==> config.mk <==
export PLATFORM = sky130hd
export DESIGN_NAME = ptr_xfer_seq
export DESIGN_NICKNAME = d
export VERILOG_FILES = /design/src/rtl/ptr_xfer_pkg.sv /design/src/rtl/ptr_xfer_dec.sv /design/src/rtl/ptr_xfer_ctl.sv /design/src/rtl/ptr_xfer_dp.sv /design/src/rtl/ptr_xfer_seq.sv
export SDC_FILE = /design/constraint.sdc
export NUM_CORES = 1
export LEC_CHECK = 0
export BUFFER_PORTS_ARGS = -buffer_cell sky130_fd_sc_hd__buf_2
export CORE_UTILIZATION = 55
export DETAILED_ROUTE_END_ITERATION = 10
export PLACE_DENSITY = 0.87
export SLEW_MARGIN = 10
export SYNTH_ARGS = -nofsm -noshare
export SYNTH_HDL_FRONTEND = slang
export SYNTH_HIERARCHICAL = 1
export SYNTH_SLANG_ARGS = --single-unit
export TNS_END_PERCENT = 10
==> constraint.sdc <==
create_clock -name clk -period 4 [get_ports clk]
set_input_delay 0.2 -clock clk [delete_from_list [all_inputs] [get_ports clk]]
set_output_delay 0.2 -clock clk [all_outputs]
set_load 0.1 [all_outputs]
==> src/rtl/ptr_xfer_pkg.sv <==
package ptr_xfer_pkg;

  typedef enum logic [2:0] {
    ST_IDLE  = 3'd0,
    ST_B_ACC = 3'd1,
    ST_B_FIN = 3'd2,
    ST_W_HI  = 3'd3,
    ST_W_LO  = 3'd4,
    ST_W_FIN = 3'd5
  } seq_state_e;

  typedef enum logic [2:0] {
    RD_A = 3'd0,
    RD_B = 3'd1,
    RD_C = 3'd2,
    RD_P = 3'd3,
    RD_Q = 3'd4
  } reg_id_e;

  typedef struct packed {
    logic    valid;
    logic    word;
    logic    store;
    logic    via_q;
    reg_id_e data_reg;
  } xfer_op_t;

  localparam logic [3:0] XFER_GROUP = 4'hC;
  localparam logic [3:0] WORD_FIRST = 4'd12;
  localparam logic [3:0] BYTE_HALF  = 4'd6;

  // Opcode field split: low nibble 0..5 byte stores, 6..11 byte loads,
  // 12..15 word transfers; inside each byte half, 0..2 via P, 3..5 via Q.
  function automatic xfer_op_t decode_op(input logic [7:0] op);
    xfer_op_t   r;
    logic [3:0] idx;
    logic [3:0] sub;
    logic [3:0] reg_n;
    idx     = op[3:0];
    r.valid = (op[7:4] == XFER_GROUP);
    r.word  = (idx >= WORD_FIRST);
    if (r.word) begin
      r.store    = idx[1];
      r.via_q    = (idx == 4'd13) || (idx == 4'd14);
      r.data_reg = r.via_q ? RD_P : RD_Q;
    end else begin
      r.store    = (idx < BYTE_HALF);
      sub        = r.store ? idx : idx - BYTE_HALF;
      r.via_q    = (sub >= 4'd3);
      reg_n      = r.via_q ? sub - 4'd3 : sub;
      r.data_reg = reg_id_e'(reg_n[2:0]);
    end
    return r;
  endfunction

  function automatic logic [1:0] step_for(input logic word);
    return word ? 2'd2 : 2'd1;
  endfunction

endpackage

==> src/rtl/ptr_xfer_dec.sv <==
module ptr_xfer_dec
  import ptr_xfer_pkg::*;
(
  input  logic [7:0] opcode,
  output xfer_op_t   op_info
);

  always_comb op_info = decode_op(opcode);

endmodule

==> src/rtl/ptr_xfer_ctl.sv <==
module ptr_xfer_ctl
  import ptr_xfer_pkg::*;
(
  input  logic       clk,
  input  logic       rst_n,
  input  logic       start,
  input  xfer_op_t   dec_op,
  input  logic       no_inc,
  output logic       accept,
  output logic       busy,
  output logic       done,
  output logic       acc_hi,
  output logic       acc_lo,
  output logic       cur_word,
  output logic       mem_we,
  output logic       inc_req,
  output logic       inc_sel,
  output logic [1:0] inc_step,
  output logic       rf_we,
  output logic [2:0] rf_dst
);

  seq_state_e state, state_nx;
  logic       cur_store;
  logic       cur_via_q;
  logic       cur_noinc;
  reg_id_e    cur_reg;
  logic       fin;

  assign accept = start && dec_op.valid && (state == ST_IDLE);

  always_comb begin
    state_nx = state;
    unique case (state)
      ST_IDLE:  if (accept) state_nx = dec_op.word ? ST_W_HI : ST_B_ACC;
      ST_B_ACC: state_nx = ST_B_FIN;
      ST_B_FIN: state_nx = ST_IDLE;
      ST_W_HI:  state_nx = ST_W_LO;
      ST_W_LO:  state_nx = ST_W_FIN;
      ST_W_FIN: state_nx = ST_IDLE;
      default:  state_nx = ST_IDLE;
    endcase
  end

  always_ff @(posedge clk or negedge rst_n) begin
    if (!rst_n) begin
      state     <= ST_IDLE;
      cur_word  <= 1'b0;
      cur_store <= 1'b0;
      cur_via_q <= 1'b0;
      cur_noinc <= 1'b0;
      cur_reg   <= RD_A;
    end else begin
      state <= state_nx;
      if (accept) begin
        cur_word  <= dec_op.word;
        cur_store <= dec_op.store;
        cur_via_q <= dec_op.via_q;
        cur_noinc <= no_inc;
        cur_reg   <= dec_op.data_reg;
      end
    end
  end

  assign acc_hi   = (state == ST_B_ACC) || (state == ST_W_HI);
  assign acc_lo   = (state == ST_W_LO);
  assign fin      = (state == ST_B_FIN) || (state == ST_W_FIN);
  assign done     = fin;
  assign busy     = (state != ST_IDLE);

  assign mem_we   = cur_store && (acc_hi || acc_lo);
  assign inc_req  = !cur_noinc && (cur_word ? acc_lo : acc_hi);
  assign inc_sel  = cur_via_q;
  assign inc_step = step_for(cur_word);
  assign rf_we    = !cur_store && (cur_word ? fin : acc_hi);
  assign rf_dst   = cur_reg;

  AST_DONE_ONE_CYCLE: assert property (@(posedge clk) disable iff (!rst_n)
    done |=> !done);
  AST_BYTE_TWO_CYCLES: assert property (@(posedge clk) disable iff (!rst_n)
    (state == ST_B_FIN) |-> ($past(state) == ST_B_ACC));
  AST_WORD_INC_BEFORE_DONE: assert property (@(posedge clk) disable iff (!rst_n)
    (inc_req && cur_word) |=> done);
  AST_WE_STORE_ONLY: assert property (@(posedge clk) disable iff (!rst_n)
    mem_we |-> (cur_store && !done));
  AST_IDLE_QUIET: assert property (@(posedge clk) disable iff (!rst_n)
    !busy |-> (!mem_we && !inc_req && !rf_we));

endmodule

==> src/rtl/ptr_xfer_dp.sv <==
module ptr_xfer_dp
  import ptr_xfer_pkg::*;
#(
  parameter int DW = 8,
  parameter int PW = 2 * DW
) (
  input  logic          clk,
  input  logic          rst_n,
  input  logic          accept,
  input  xfer_op_t      dec_op,
  input  logic [PW-1:0] ptr_p,
  input  logic [PW-1:0] ptr_q,
  input  logic [DW-1:0] reg_a,
  input  logic [DW-1:0] reg_b,
  input  logic [DW-1:0] reg_c,
  input  logic          acc_hi,
  input  logic          acc_lo,
  input  logic          cur_word,
  input  logic [DW-1:0] mem_rdata,
  output logic [PW-1:0] mem_addr,
  output logic [DW-1:0] mem_wdata,
  output logic [PW-1:0] rf_wdata
);

  localparam int ZW = PW - DW;

  logic [PW-1:0] base_q;
  logic [PW-1:0] src_q;
  logic [PW-1:0] src_sel;
  logic [DW-1:0] hi_q;
  logic [DW-1:0] lo_q;

  function automatic logic [PW-1:0] second_addr(input logic [PW-1:0] b);
    return b + PW'(1);
  endfunction

  function automatic logic [PW-1:0] widen(input logic [DW-1:0] v);
    return {{ZW{1'b0}}, v};
  endfunction

  always_comb begin
    unique case (dec_op.data_reg)
      RD_A:    src_sel = widen(reg_a);
      RD_B:    src_sel = widen(reg_b);
      RD_C:    src_sel = widen(reg_c);
      RD_P:    src_sel = ptr_p;
      RD_Q:    src_sel = ptr_q;
      default: src_sel = '0;
    endcase
  end

  always_ff @(posedge clk or negedge rst_n) begin
    if (!rst_n) begin
      base_q <= '0;
      src_q  <= '0;
      hi_q   <= '0;
      lo_q   <= '0;
    end else begin
      if (accept) begin
        base_q <= dec_op.via_q ? ptr_q : ptr_p;
        src_q  <= src_sel;
      end
      if (acc_hi && cur_word) hi_q <= mem_rdata;
      if (acc_lo)             lo_q <= mem_rdata;
    end
  end

  assign mem_addr  = acc_lo ? second_addr(base_q) : base_q;
  assign mem_wdata = (cur_word && !acc_lo) ? src_q[PW-1:DW] : src_q[DW-1:0];
  assign rf_wdata  = cur_word ? {hi_q, lo_q} : widen(mem_rdata);

  AST_LO_ADDR_NEXT: assert property (@(posedge clk) disable iff (!rst_n)
    acc_lo |-> (mem_addr == PW'($past(mem_addr) + PW'(1))));
  AST_LO_FOLLOWS_HI: assert property (@(posedge clk) disable iff (!rst_n)
    acc_lo |-> $past(acc_hi));

endmodule

==> src/rtl/ptr_xfer_seq.sv <==
module ptr_xfer_seq
  import ptr_xfer_pkg::*;
#(
  parameter int DW = 8,
  localparam int PW = 2 * DW
) (
  input  logic          clk,
  input  logic          rst_n,
  input  logic          start,
  input  logic [7:0]    opcode,
  input  logic          no_inc,
  input  logic [PW-1:0] ptr_p,
  input  logic [PW-1:0] ptr_q,
  input  logic [DW-1:0] reg_a,
  input  logic [DW-1:0] reg_b,
  input  logic [DW-1:0] reg_c,
  input  logic [DW-1:0] mem_rdata,
  output logic [PW-1:0] mem_addr,
  output logic          mem_we,
  output logic [DW-1:0] mem_wdata,
  output logic          inc_req,
  output logic          inc_sel,
  output logic [1:0]    inc_step,
  output logic          rf_we,
  output logic [2:0]    rf_dst,
  output logic [PW-1:0] rf_wdata,
  output logic          busy,
  output logic          done
);

  xfer_op_t dec_op;
  logic     accept;
  logic     acc_hi;
  logic     acc_lo;
  logic     cur_word;

  ptr_xfer_dec u_dec (
    .opcode  (opcode),
    .op_info (dec_op)
  );

  ptr_xfer_ctl u_ctl (
    .clk      (clk),
    .rst_n    (rst_n),
    .start    (start),
    .dec_op   (dec_op),
    .no_inc   (no_inc),
    .accept   (accept),
    .busy     (busy),
    .done     (done),
    .acc_hi   (acc_hi),
    .acc_lo   (acc_lo),
    .cur_word (cur_word),
    .mem_we   (mem_we),
    .inc_req  (inc_req),
    .inc_sel  (inc_sel),
    .inc_step (inc_step),
    .rf_we    (rf_we),
    .rf_dst   (rf_dst)
  );

  ptr_xfer_dp #(.DW(DW), .PW(PW)) u_dp (
    .clk       (clk),
    .rst_n     (rst_n),
    .accept    (accept),
    .dec_op    (dec_op),
    .ptr_p     (ptr_p),
    .ptr_q     (ptr_q),
    .reg_a     (reg_a),
    .reg_b     (reg_b),
    .reg_c     (reg_c),
    .acc_hi    (acc_hi),
    .acc_lo    (acc_lo),
    .cur_word  (cur_word),
    .mem_rdata (mem_rdata),
    .mem_addr  (mem_addr),
    .mem_wdata (mem_wdata),
    .rf_wdata  (rf_wdata)
  );

  AST_BUSY_AFTER_ACCEPT: assert property (@(posedge clk) disable iff (!rst_n)
    accept |=> busy);
  AST_STEP_LEGAL: assert property (@(posedge clk) disable iff (!rst_n)
    inc_req |-> ((inc_step == 2'd1) || (inc_step == 2'd2)));

endmodule

==> flow_metrics.py <==
metrics = {
    "setup_path": {
        "critPathLaunchType": "flop",
        "crit_path_max_fanout": 13,
        "crit_path_cell_trace": "nor3b_2 -> buf_4 -> nand4_4 -> nor3_4 -> nand3_1 -> xnor2_1 -> buf_2",
        "startpoint": "u_ctl/state[1]",
        "crit_buf_inv": 2,
        "worstReg2RegStart": "u_ctl/state[1]",
        "cp_top_family": "simple AND/OR/NAND/NOR gates",
        "crit_slowest_cell": "dfrtp_1",
        "worstPathRequired_ns": 3.80,
        "worst_path_largest_cell_delay_ns": 0.48,
        "end_kind": "output port",
        "worst-setup-path-type": "reg -> out",
        "crit_arrival_ns": 2.72,
    },
    "clock_tree": {
        "clock_path_buffers": 2,
        "clk_pin_slew_ns": 0.06,
        "cts_sinks": 58,
        "cts_inserted_buffers": 9,
        "cts_htree_levels": 3,
        "cts_tree": "done",
        "post_cts_resized": 0,
        "cts_setup_buffers": 0,
        "hold_buffers": 0,
        "cts_root_buffer": "clkbuf_8",
        "clock_latency_ns": 0.33,
    },
    "synthesis": {
        "ys_top_cells_by_area": "dfrtp_1 (40%), mux2_2 (12%), mux2i_1 (8.8%)",
        "ys_ff_latch": 58,
        "synth_area_per_cell_um2": 10.7,
        "syn_nets": 419,
        "ys_seq_area_share_pct": 39.8,
        "netlist.top_cell.by_area": "dfrtp_1",
        "synth-async-reset-ratio_pct": 100,
        "synth_edf_count": 0,
        "yosysUniqueCellTypes": 50,
        "postSynthCellCount": 341,
        "synth_flop_cell": "dfrtp_1",
        "netlist_area_um2": 3640,
        "yosysTopAreaCellShare_pct": 39.8,
        "yosys_warnings": 6,
    },
    "power_and_ir_drop": {
        "vdd_ir_drop_max_v": 0.000727,
        "p_leak_nw": 2.18,
        "power.density_nw_per_um2": 819,
    },
    "grt": {
        "grt_use_total_pct": 27.5,
        "grt_pass1_vias": 2990,
        "antenna_found_initial": 0,
        "grt-ovfl-total": 0,
        "grt_max_degree": 59,
        "grt_pass1_wl_mm": 14.8,
    },
    "detailed_routing": {
        "via_per_inst": 5.68,
        "avgRoutedWirePerCell_um": 16.4,
        "drc": 0,
        "drt_iter0_drc": 215,
        "drt_pass1_iterations": 4,
        "ant_nets": 0,
        "drt-total-wl_mm": 8.96,
        "vias": 3104,
    },
    "timing": {
        "fin_crit_ns": 2.92,
        "fin_crit_sh_pct": 72.9,
        "slew_headroom_pct": 40.9,
        "setup-tns-final_ns": 0,
        "fmax_mhz": 343,
        "slew_violations": 0,
        "worst_slack_ns": 1.08,
        "setup_viol_count_final": 0,
        "finClkSkew_ns": 0.00682,
        "holdWs_ns": 0.00647,
        "tightest_slew_ns": 0.886,
        "hold_viol": 0,
        "grt_setup_unrepaired": "no",
    },
    "hold_path": {
        "hp-class": "in -> async",
    },
    "layout": {
        "drive_gt1_share_pct": 47.1,
        "antenna_cells": 0,
        "most-common-layout-cells": "buf_2 (126), dfrtp_1 (58), mux2_2 (40)",
        "area_growth_pct": 24.0,
        "fin_nets": 542,
        "layout_commonest_cell": "buf_2",
    },
    "status": {
        "outcome": "finished clean",
    },
    "placement": {
        "gp_congestion": 1.01,
        "place_ws_ns": 0.978,
        "dp_hpwl_mm": 6.64,
        "io_buffers": 126,
    },
    "die": {
        "dieArea_um2": 6950,
        "initial_core_util_pct": 57.0,
        "die_h_um": 83.4,
        "core_area_um2": 6390,
        "die_width_um": 83.4,
        "io-pin-count": 127,
        "rows": 29,
    },
    "job": {
        "cap_violations": 0,
    },
}
[power breakdown]
part | switching [mW] | total [mW] | internal, mW
Clock | 0.233 | 0.598 | 0.366
Sequential | 0.191 | 0.982 | 0.791
Combinational | 1.65 | 2.12 | 0.471
Total | 2.07 | 3.70 | 1.63
[path summary, 6_finish.rpt]
| check | endpoint | slack (ns) | cells after the start |
|---|---|---|---|
| worst max-delay path | mem_addr[13] | 1.08 | 7 |
| worst min-delay path | u_ctl/state[1] | 0.006 | 2 |
| worst max register to register | u_ctl/cur_noinc | 1.75 | 4 |
| worst min register to register | u_dp/hi_q[5] | 0.50 | 1 |
| max in group asynchronous | u_dp/base_q[6] | 3.52 | 2 |
| min in group clk | u_ctl/cur_noinc | 0.11 | 2 |
[synth_stat cells (all sizes together), types with 4 or more instances]
cell type / instances
xnor2: 12
a22oi: 8
nand3: 4
dfrtp: 58
mux2: 40
xor2: 6
a21oi: 36
mux2i: 32
nor2: 40
o221ai: 8
buf: 16
nand2: 18
nor3: 4
nand2b: 11
and2: 10
[cells by family (layout without fill, tap and decap cells)]
group / after synthesis / after routing / share of synthesized area, %
AOI/OAI and AO/OA: 64 / 64 / 13.6
xor gates and xnor gates: 18 / 18 / 4.33
adders and majority gates: 2 / 2 / 0.687
and+or+nand+nor: 105 / 105 / 16.6
DFF: 58 / 58 / 39.8
buffers and inverters: 22 / 150 / 3.74
muxes: 72 / 72 / 21.2
[cell type report]
cell class / instances / area, um2
Timing Repair Buffer: 131 / 668
Multi-Input combinational cell: 261 / 2070
Tap cell: 77 / 96.3
Fill cell: 477 / 1870
Clock buffer: 11 / 141
Clock inverter: 5 / 77.6
Sequential cell: 58 / 1450
Inverter: 3 / 11.3
[per-stage QoR]
stage	utilization [%]	instance area, um2	instances	power (mW)
floorplan	-	3640	341	2.76
global placement	67.3	4300	530	3.06
detailed placement	67.3	4300	530	3.10
CTS	70.7	4520	546	3.71
global route	70.7	4520	546	3.85
finish	70.7	4520	546	3.70
[worst reg2reg max path: stages (launching register included)]
cell and delay, ns:
dfrtp_1 0.48, or3_4 0.46, nor2_8 0.37, buf_4 0.44
mux2_2 0.39
[routing by layer]
layer  part of all wire (%)  global-route usage, %
met1                     42                   35.2
met2                     50                   45.2
met3                    6.2                   5.96
met4                    1.9                   11.6
met5                      0                      0
[sequential cells by signal (all words and copies together) (netlist names)]
register and count:
u_ctl/cur_noinc 1, u_ctl/rf_dst 3, u_ctl/inc_sel 1, u_dp/src_q 16, u_dp/base_q 16, u_ctl/cur_word 1
u_dp/hi_q 8, u_dp/lo_q 8, u_ctl/state 3, u_ctl/cur_store 1
Note: power is estimated with default switching activity, not from simulation.
